[src/rtl/regbank_3p.sv]
module regbank_3p #(
  parameter int DATA_W = 32,
  parameter int ADDR_W = 5
) (
  input  logic              clk,
  input  logic              wr_en,
  input  logic [ADDR_W-1:0] wr_idx,
  input  logic [DATA_W-1:0] wr_val,
  input  logic [ADDR_W-1:0] rd_a_idx,
  output logic [DATA_W-1:0] rd_a_val,
  input  logic [ADDR_W-1:0] rd_b_idx,
  output logic [DATA_W-1:0] rd_b_val
);
  localparam int DEPTH = 1 << ADDR_W;

  logic [DEPTH-1:0][DATA_W-1:0] rows;
  logic                         wr_live;

  assign wr_live = wr_en && (wr_idx != '0);
  assign rows[0] = '0;

  for (genvar i = 1; i < DEPTH; i++) begin : g_row
    logic [DATA_W-1:0] q;
    always_ff @(posedge clk)
      if (wr_live && wr_idx == ADDR_W'(i)) q <= wr_val;
    assign rows[i] = q;
  end

  assign rd_a_val = (wr_live && wr_idx == rd_a_idx) ? wr_val : rows[rd_a_idx];
  assign rd_b_val = (wr_live && wr_idx == rd_b_idx) ? wr_val : rows[rd_b_idx];
endmodule

[config.mk]
export PLATFORM = sky130hd
export DESIGN_NAME = regbank_3p
export DESIGN_NICKNAME = d
export VERILOG_FILES = /design/src/rtl/regbank_3p.sv
export SDC_FILE = /design/constraint.sdc
export NUM_CORES = 1
export LEC_CHECK = 0
export BUFFER_PORTS_ARGS = -buffer_cell sky130_fd_sc_hd__buf_2
export CORE_AREA = 2 2 327 329
export DETAILED_ROUTE_END_ITERATION = 7
export DIE_AREA = 0 0 329 331
export GPL_TIMING_DRIVEN = 0
export SETUP_SLACK_MARGIN = 0.02
export SYNTH_ARGS = -nofsm -noshare
export SYNTH_HDL_FRONTEND = slang
export SYNTH_SLANG_ARGS = --single-unit
[constraint.sdc]
create_clock -name clk -period 3.03 [get_ports clk]
set_input_delay 0.1515 -clock clk [delete_from_list [all_inputs] [get_ports clk]]
set_output_delay 0.1515 -clock clk [all_outputs]
set_load 0.005 [all_outputs]
==> results.md <==
| Stage | Metric | Reported |
|---|---|---|
| status | Outcome | finished, violations left |
| status | Violated checks | setup timing |
| finish | Layout cells sized above 1 | 0.350 |
| synth | Area share of the leading cell type in the synthesized netlist | 0.633 |
| finish | Filler cells | 8408 |
| power | VDD IR-drop max | 0.000458 V |
| die | Die area | 109000 sq um |
| place | I/O Buffers | 102 |
| die | Top-level port count | 113 |
| drt | Routed wire length | 169000 um |
| synth | Mapped Avg Cell Area | 18.1 sq um |
| drt | Final routed DRC violation total | 0 |
| drt | Initial DRC count | 4461 |
| finish | Area taken by flip-flops and latches | 29800 sq um |
| finish | Area of the multi-input gates | 16700 sq um |
| synth | Count of flip-flops with a built-in enable after synthesis | 992 |
| timing | Worst hold slack after final layout | 0.0264 ns |
| worst setup path | Worst setup EP type | output port |
| finish | Area Overhead vs Synth | 15.7% |
| drt | Detailed-routing iteration count for the pre-antenna-repair pass | 6 |
| worst setup path | Critical Path, Cell by Cell | clkbuf_1, buf_4, clkbuf_2, clkbuf_2, a31oi_1, o31ai_1, buf_2 |
| synth | Top cell type by total area after synthesis | edfxtp_1 |
| drt | Mean routed wirelength per cell | 39.0 um |
| place | Final GP Congestion | 0.941 |
| worst setup path | Crit path buffers/inverters | 5 |
| drt | Vias after detailed routing | 29900 |
| drt | Number of routed nets with antenna violations | 0 |
| synth | Number of warnings issued by yosys | 0 |
| place | Dpl cell area | 50400 sq um |
| grt | Antenna violations before repair | 9 |
| clocking | H-Tree Depth | 3 |
| worst setup path | Master of the slowest instance on the critical path | clkbuf_1 |
| finish | Commonest non-fill, non-tap cell in the layout | edfxtp_1 |
| die | Die X | 329 um |
| synth | Mapped cell area | 47000 sq um |
| finish | Commonest cells after routing, fill and taps aside | 992 x edfxtp_1, 388 x mux4_2, 166 x mux2i_1 |
| timing | Post-route minimum period | 3.11 ns |
| die | Initial standard-cell utilization of the core | 0.448 |
| worst hold path | Class of the tightest hold or removal check | primary input to flop |
| flow run | Number of maximum-capacitance constraint violations | 0 |
| synth | Share of synthesized area occupied by flip-flops and latches | 0.633 |
| finish | Leading registers by flop count | g_row.q x992 |
| clocking | Clk Tree Root Cell | clkbuf_16 |
| synth | Proportion of register bits with asynchronous set or reset after synthesis | 0 |
| clocking | Clk pin slew, worst setup/hold paths | 0.06 ns |
| synth | Count of different cell masters after synthesis | 49 |
| power | Leakage Power | 17.7 nW |
| die | Number of placement rows | 119 |
| timing | Timing-limited maximum frequency | 321 MHz |
| worst setup path | Kind of cell adding the most delay to the critical path | buffers and inverters |
| die | CORE AREA | 105000 sq um |
| clocking | Post-CTS setup buffer count | 0 |
| clocking | Clock sinks | 992 |
| clocking | CTS tree | built |
| power | Tot Pwr | 0.0314 W |
| worst setup path | Required time worst endpoint | 2.88 ns |
| timing | Number of hold-slack violations in the final timing report | 0 |
| grt | Via count of the first global-routing pass | 29900 |
| finish | Nets@finish | 2904 |
| timing | Count of pins over their slew limit | 0 |
| worst setup path | CP max FO | 10 |
| synth | Synth Flop Type | edfxtp_1 |
| grt | Global routing usage summed across all routing layers | 0.309 |
| synth | Flop and latch count out of synthesis | 992 |
| timing | TNS Setup | -0.417 ns |
| clocking | CTS Buffer Depth | 3 |
| timing | Setup repair after global routing missed its margin | yes |
| worst setup path | Highest cell delay on the worst timing path | 0.50 ns |
| finish | Utilization of the core after routing | 0.518 |
| synth | Largest cells by area after synthesis | edfxtp_1 63%, mux4_2 19%, mux2i_1 3.5% |
| synth | Number of cells produced by synthesis | 2594 |
| worst setup path | Worst Setup Start Kind | primary input |
| finish | Area of all placed cells without fillers | 54400 sq um |
| grt | First-pass GRT wire length | 232000 um |
| timing | Final setup fails | 13 |
| power | Power per cell area | 577 nW/um^2 |
| clocking | Clock buffers created by TritonCTS | 105 |
| worst setup path | Signal arrival time at the worst endpoint | 2.96 ns |
| timing | Transition time at the pin with the least slew margin | 1.29 ns |
| finish | Max FFs per register | 992 |
| drt | Detail-routed via count per cell | 6.90 |
| worst setup path | Library cell appearing most often on the critical path | clkbuf_2 |
| place | Post-DP HPWL | 116000 um |
| synth | Total nets after synthesis | 2643 |
| timing | Worst max-slew margin expressed relative to the limit | 0.138 |
| timing | Minimum setup slack in the final design | -0.0837 ns |
| timing | Final critical-path share of the clock period | 1.03 |
| grt | Largest net degree at the start of global routing | 34 |
| finish | Top reg by flops | g_row.q |
| die | Height of the die | 331 um |
| grt | Gr ovfl total | 0 |
| worst setup path | Critical path start-end classification | primary input to output port |
what timing repair did:
| item | in CTS | in global routing |
|---|---|---|
| hold buffers | 11 | 0 |
| pin swaps | 1 | 4 |
| gates cloned | 0 | 0 |
| gates resized for setup | 123 | 80 |
| hold endpoints to repair | 181 | 0 |
| setup endpoints to repair | 64 | 40 |
layout make-up:
cell class / count / share of cell area
inverters: 3 / 0.000207
flip-flops and latches: 992 / 0.548
diodes: 1 / 0.0000460
clock buffers: 130 / 0.0516
well taps: 1391 / 0.0320
repair buffers: 154 / 0.0283
plain buffers: 228 / 0.0242
clock inverters: 62 / 0.00971
multi-input cells: 1371 / 0.306
path summary, 6_finish.rpt:
| kind | from | to | cells after the start |
|---|---|---|---|
| worst max-delay path | rd_b_idx[3] | rd_b_val[2] | 7 |
| worst min-delay path | wr_val[21] | g_row[29].q[21] | 1 |
stage by stage:
stage / setup WS, ns / cells
after floorplan: 0.0456 / 2594
after global placement: -2.36 / 4087
after detailed placement: -0.993 / 4128
after CTS: 0.0162 / 4331
after global routing: -0.0303 / 4331
final: -0.0837 / 4332
power by group:
part | total, W | internal [W] | switching, W
Clock | 0.0127 | 0.00729 | 0.00541
Sequential | 0.0153 | 0.0153 | 0.0000690
Combinational | 0.00333 | 0.00122 | 0.00211
cell families after synthesis:
group	synth area share
AO/OA/AOI/OAI	0.0680
XOR/XNOR	0.00186
buffers and inverters	0.0230
flip-flops	0.633
multiplexers	0.242
AND/OR/NAND/NOR	0.0317
metal layers:
layer	share of wire	GRT usage	vias up	routed length (um)
li1	-	-	11600	-
met1	0.37	0.407	15700	62200
met2	0.46	0.481	2148	77700
met3	0.12	0.0922	456	20900
met4	0.047	0.131	6	7900
met5	0.00024	0	-	41
cells in the mapped netlist, drive strengths merged (6+ instances only):
cell type,number
nor2,84
nand3,12
xor2,6
a21oi,40
o31ai,15
edfxtp,992
mux2i,166
mux2,88
a221oi,31
nor2b,25
nand2,58
a22oi,62
a21o,37
a31oi,15
o2111ai,7
o211a,7
a2111oi,7
o22a,31
o21ai,55
a211o,24
nor3,63
a221o,33
nand2b,6
mux4,388
buf,117
a211oi,32
nor3b,24
o22ai,32
clkbuf,111
Power figures use the tool's default switching activity.
